--- src/rtl/pirq_pkg.sv ---
package pirq_pkg;
  typedef enum logic [2:0] {
    SEL_OFF   = 3'd0,
    SEL_P2HZ  = 3'd1,
    SEL_P1HZ  = 3'd2,
    SEL_LSEC  = 3'd3,
    SEL_LMIN  = 3'd4,
    SEL_LHOUR = 3'd5,
    SEL_LMON  = 3'd6,
    SEL_OFF7  = 3'd7
  } sel_e;

  typedef enum logic [1:0] {
    MODE_OFF,
    MODE_PULSE,
    MODE_LEVEL
  } mode_e;

  function automatic mode_e mode_of(input logic [2:0] code);
    case (code)
      SEL_P2HZ, SEL_P1HZ:                     mode_of = MODE_PULSE;
      SEL_LSEC, SEL_LMIN, SEL_LHOUR, SEL_LMON: mode_of = MODE_LEVEL;
      default:                                mode_of = MODE_OFF;
    endcase
  endfunction
endpackage

--- src/rtl/pirq_prescaler.sv ---
module pirq_prescaler #(
  parameter int PRE_W = 15
) (
  input  logic             clk,
  input  logic             rst,
  input  logic             osc_en,
  input  logic             sec_wr,
  output logic [PRE_W-1:0] cnt_d,
  output logic             wrap
);
  logic [PRE_W-1:0] cnt_q;

  always_comb begin
    if (sec_wr)      cnt_d = '0;
    else if (osc_en) cnt_d = cnt_q + 1'b1;
    else             cnt_d = cnt_q;
    wrap = osc_en && !sec_wr && (cnt_q == {PRE_W{1'b1}});
  end

  always_ff @(posedge clk) begin
    if (rst) cnt_q <= '0;
    else     cnt_q <= cnt_d;
  end
endmodule

--- src/rtl/pirq_evt_sel.sv ---
module pirq_evt_sel
  import pirq_pkg::*;
#(
  parameter int PRE_W = 15
) (
  input  logic [2:0]       sel,
  input  logic [PRE_W-1:0] cnt_d,
  input  logic             wrap,
  input  logic             min_bnd,
  input  logic             hour_bnd,
  input  logic             month_bnd,
  output logic             level_evt,
  output logic             wave_low
);
  localparam int HALF_BIT = PRE_W - 1;
  localparam int QUAR_BIT = PRE_W - 2;

  always_comb begin
    case (sel)
      SEL_LSEC:  level_evt = wrap;
      SEL_LMIN:  level_evt = min_bnd;
      SEL_LHOUR: level_evt = hour_bnd;
      SEL_LMON:  level_evt = month_bnd;
      default:   level_evt = 1'b0;
    endcase
    if (sel == SEL_P1HZ) wave_low = !cnt_d[HALF_BIT];
    else                 wave_low = !cnt_d[QUAR_BIT];
  end
endmodule

--- src/rtl/pirq_gen.sv ---
module pirq_gen
  import pirq_pkg::*;
#(
  parameter int PRE_W = 15
) (
  input  logic       clk,
  input  logic       rst,
  input  logic [2:0] sel,
  input  logic       osc_en,
  input  logic       sec_wr,
  input  logic       min_bnd,
  input  logic       hour_bnd,
  input  logic       month_bnd,
  input  logic       flag_we,
  input  logic       flag_wd,
  output logic       irq_n,
  output logic       flag
);
  logic [PRE_W-1:0] cnt_d;
  logic             wrap;
  logic             level_evt;
  logic             wave_low;
  logic [2:0]       sel_q;
  logic             sel_chg;
  logic             flag_d;

  pirq_prescaler #(.PRE_W(PRE_W)) u_pre (
    .clk(clk), .rst(rst), .osc_en(osc_en), .sec_wr(sec_wr),
    .cnt_d(cnt_d), .wrap(wrap)
  );

  pirq_evt_sel #(.PRE_W(PRE_W)) u_evt (
    .sel(sel), .cnt_d(cnt_d), .wrap(wrap), .min_bnd(min_bnd),
    .hour_bnd(hour_bnd), .month_bnd(month_bnd),
    .level_evt(level_evt), .wave_low(wave_low)
  );

  assign sel_chg = (sel != sel_q);

  always_comb begin
    case (mode_of(sel))
      MODE_PULSE: flag_d = wave_low;
      MODE_LEVEL: begin
        if (sel_chg)                 flag_d = 1'b0;
        else if (level_evt)          flag_d = 1'b1;
        else if (flag_we && !flag_wd) flag_d = 1'b0;
        else                         flag_d = flag;
      end
      default:    flag_d = 1'b0;
    endcase
  end

  always_ff @(posedge clk) begin
    if (rst) begin
      sel_q <= 3'd0;
      flag  <= 1'b0;
      irq_n <= 1'b1;
    end else begin
      sel_q <= sel;
      flag  <= flag_d;
      irq_n <= !flag_d;
    end
  end
endmodule

--- config.mk ---
export PLATFORM = sky130hd
export DESIGN_NAME = pirq_gen
export DESIGN_NICKNAME = d
export VERILOG_FILES = /design/src/rtl/pirq_pkg.sv /design/src/rtl/pirq_prescaler.sv /design/src/rtl/pirq_evt_sel.sv /design/src/rtl/pirq_gen.sv
export SDC_FILE = /design/constraint.sdc
export NUM_CORES = 1
export LEC_CHECK = 0
export BUFFER_PORTS_ARGS = -buffer_cell sky130_fd_sc_hd__buf_4
export CORE_MARGIN = 1
export CORE_UTILIZATION = 40
export CTS_CLUSTER_SIZE = 12
export DETAILED_ROUTE_END_ITERATION = 7
export HOLD_SLACK_MARGIN = 0.15
export SLEW_MARGIN = 20
export SYNTH_ARGS = -nofsm -noshare
export SYNTH_HDL_FRONTEND = slang
export SYNTH_SLANG_ARGS = --single-unit
--- constraint.sdc ---
create_clock -name clk -period 2.2 [get_ports clk]
set_input_delay 0.55 -clock clk [delete_from_list [all_inputs] [get_ports clk]]
set_output_delay 0.55 -clock clk [all_outputs]
set_load 0.02 [all_outputs]
==> out/results.tsv <==
metric	value	unit
status	finished, final reports clean	
num_rows	17	
max-clock-path-buffers	2	
worstHoldPathType	input port to register	
syn_avg_cell_area	8.93	sq um
synth_fa_ha_area_frac	0.0369	
core	0.00230	sq mm
synth_top_family_by_area	simple AND/OR/NAND/NOR gates	
grt_pass1_wl	3.01	mm
overflow	0	
hold_viol	0	
crit_required	2.39	ns
yosys_most_used_dff	dfxtp_1	
maxSlewViolCount	0	
drive_above_1_share	0.198	
die_area	0.00275	sq mm
async_reset_ff_frac	0	
dieHeight	52.5	um
seq_area_frac_synth	0.393	
period_needed	1.87	ns
fmax	535	MHz
max-slew-margin-rel	0.785	
cp-start-kind	register	
peakVddDrop	0.000330	V
rsz0062_at_grt	false	
synthDominantCellAreaShare	0.393	
root_buffer	clkbuf_4	
htree_levels	1	
cts-hold-fix-buffers	0	
synth.mux.area_fraction	0.0197	
post_cts_resized	0	
drt-pass1-iter-count	4	
routed-via-count	760	
antenna_found_initial	0	
synth.area.top_cells	dfxtp_1 (39%), xor2_1 (9.5%), nor2_1 (7.4%)	
insertion_delay	0.29	ns
multi_input_area	583	sq um
synth_area	0.00102	sq mm
wl	1.77	mm
fin_util	0.508	
die_w	52.5	um
clkTransAtPathRegs	0.11	ns
path_max_fanout	4	
synth_cells	114	
powerDensity	555	mW/mm^2
p_leak	0.000460	uW
wire_per_inst	11.5	um
tns	0	ns
dp_hpwl	1.35	mm
final_nets	142	
antennaDiodeCount	0	
viasPerCell	4.94	
syn-num-nets	129	
worst_pin_slew	0.317	ns
synth_xor_xnor_area_share	0.155	
fin_crit_sh	0.849	
critical_path_class	register to register	
finClkSkew	0.00577	ns
cts_tree	done	
area_delta_synth_final	14.6	%
synth_edf_count	0	
post_cts_buffers	0	
drt_iter0_drc	4	
routabilityCongestion	0.754	
start_util	0.443	
numCtsBuffers	3	
track_usage	0.152	
setup_viol	0	
pre_cts_ws	0.134	ns
synth_seq_cells	20	
fin_ws	0.332	ns
nFillCells	232	
yosysUniqueCellTypes	30	
synth-simple-area-share	0.302	
port_buffers	13	
grt_pass1_vias	734	
yosysWarnings	0	
grt_max_degree	15	
drc	0	
synth-compound-area-share	0.0590	
cp-end-kind	register	
ios	14	
regArea	400	sq um
clkSinkCount	20	
final_antenna_net_count	0	
yosysTopAreaCell	dfxtp_1	
maxCapViolCount	0	
cp.arrival	2.06	ns
routing by layer:
layer,up-vias,track usage,part of all wire
met1,344,0.166,0.45
met5,-,0,0
met3,2,0.0290,0.026
met4,0,0.0833,0.0091
li1,403,-,-
met2,11,0.272,0.52
flip-flops by register name (all words and copies together), names as in the netlist:
name         cells
flag             1
irq_n            1
sel_q            3
u_pre.cnt_q     15
cell usage after synthesis, drive strengths merged, types with 2 or more instances:
library cell,number
xor2,11
nor4,2
o21ai,3
nand2,9
nor3,2
a21oi,2
clkbuf,4
dfxtp,20
inv,4
xnor2,7
mux2i,2
or2,2
nor2b,4
nand4,8
ha,3
nor2,20
cell families (layout without fill, tap and decap cells):
logic type,Yosys count,count (layout)
muxes,2,2
AOI/OAI and AO/OA,9,9
and+or+nand+nor,53,53
adders and majority gates,3,3
xor gates and xnor gates,18,18
buffers and inverters,9,21
DFF,20,20
layout make-up:
| type | instances | area share |
|---|---|---|
| Sequential cell | 20 | 0.343 |
| Clock buffer | 4 | 0.0311 |
| Tap cell | 28 | 0.0300 |
| Timing Repair Buffer | 13 | 0.0836 |
| Inverter | 4 | 0.0129 |
| Multi-Input combinational cell | 85 | 0.499 |
power breakdown:
group,switching (uW),total (uW),internal (uW),leakage [uW]
clock,110,211,101,0.0000210
combinational,33.0,66.2,33.2,0.000277
sequential,3.35,371,368,0.000162
per-stage QoR:
stage	total power (uW)	std cells	hold WS [ns]	instance area, sq um
floorplan	419	114	0.471	1020
global placement	444	150	0.496	1130
detailed placement	446	150	0.514	1130
CTS	657	154	0.438	1170
global route	679	154	0.440	1170
finish	648	154	0.445	1170
worst max-delay path, cell delays in order, from the launching register on:
cell and delay [ns]:
dfxtp_1 0.42, ha_1 0.26, nand4_2 0.16, nor4_4 0.29, xnor2_1 0.13, o21a_1 0.19, a311o_1 0.31
cells in the final DEF (no fill, tap or decap), types with 3 or more instances in the layout:
cell | synthesis | layout
ha_1 | 3 | 3
xor2_1 | 11 | 11
nor2b_1 | 4 | 4
nand4_1 | 5 | 5
o21ai_0 | 3 | 3
buf_4 | 0 | 13
nand2_1 | 9 | 9
nor2_1 | 20 | 20
inv_1 | 4 | 4
clkbuf_4 | 0 | 3
xnor2_1 | 7 | 7
dfxtp_1 | 20 | 20
worst paths after layout:
path / slack [ns] / cells past startpoint / startpoint / to
worst max-delay path: 0.33 / 6 / u_pre.cnt_q[0] / flag
worst min-delay path: 0.45 / 2 / rst / sel_q[0]
worst max register to register: 0.33 / 6 / u_pre.cnt_q[0] / flag
worst min register to register: 0.55 / 2 / u_pre.cnt_q[8] / u_pre.cnt_q[8]
(Power assumes the default switching activity.)
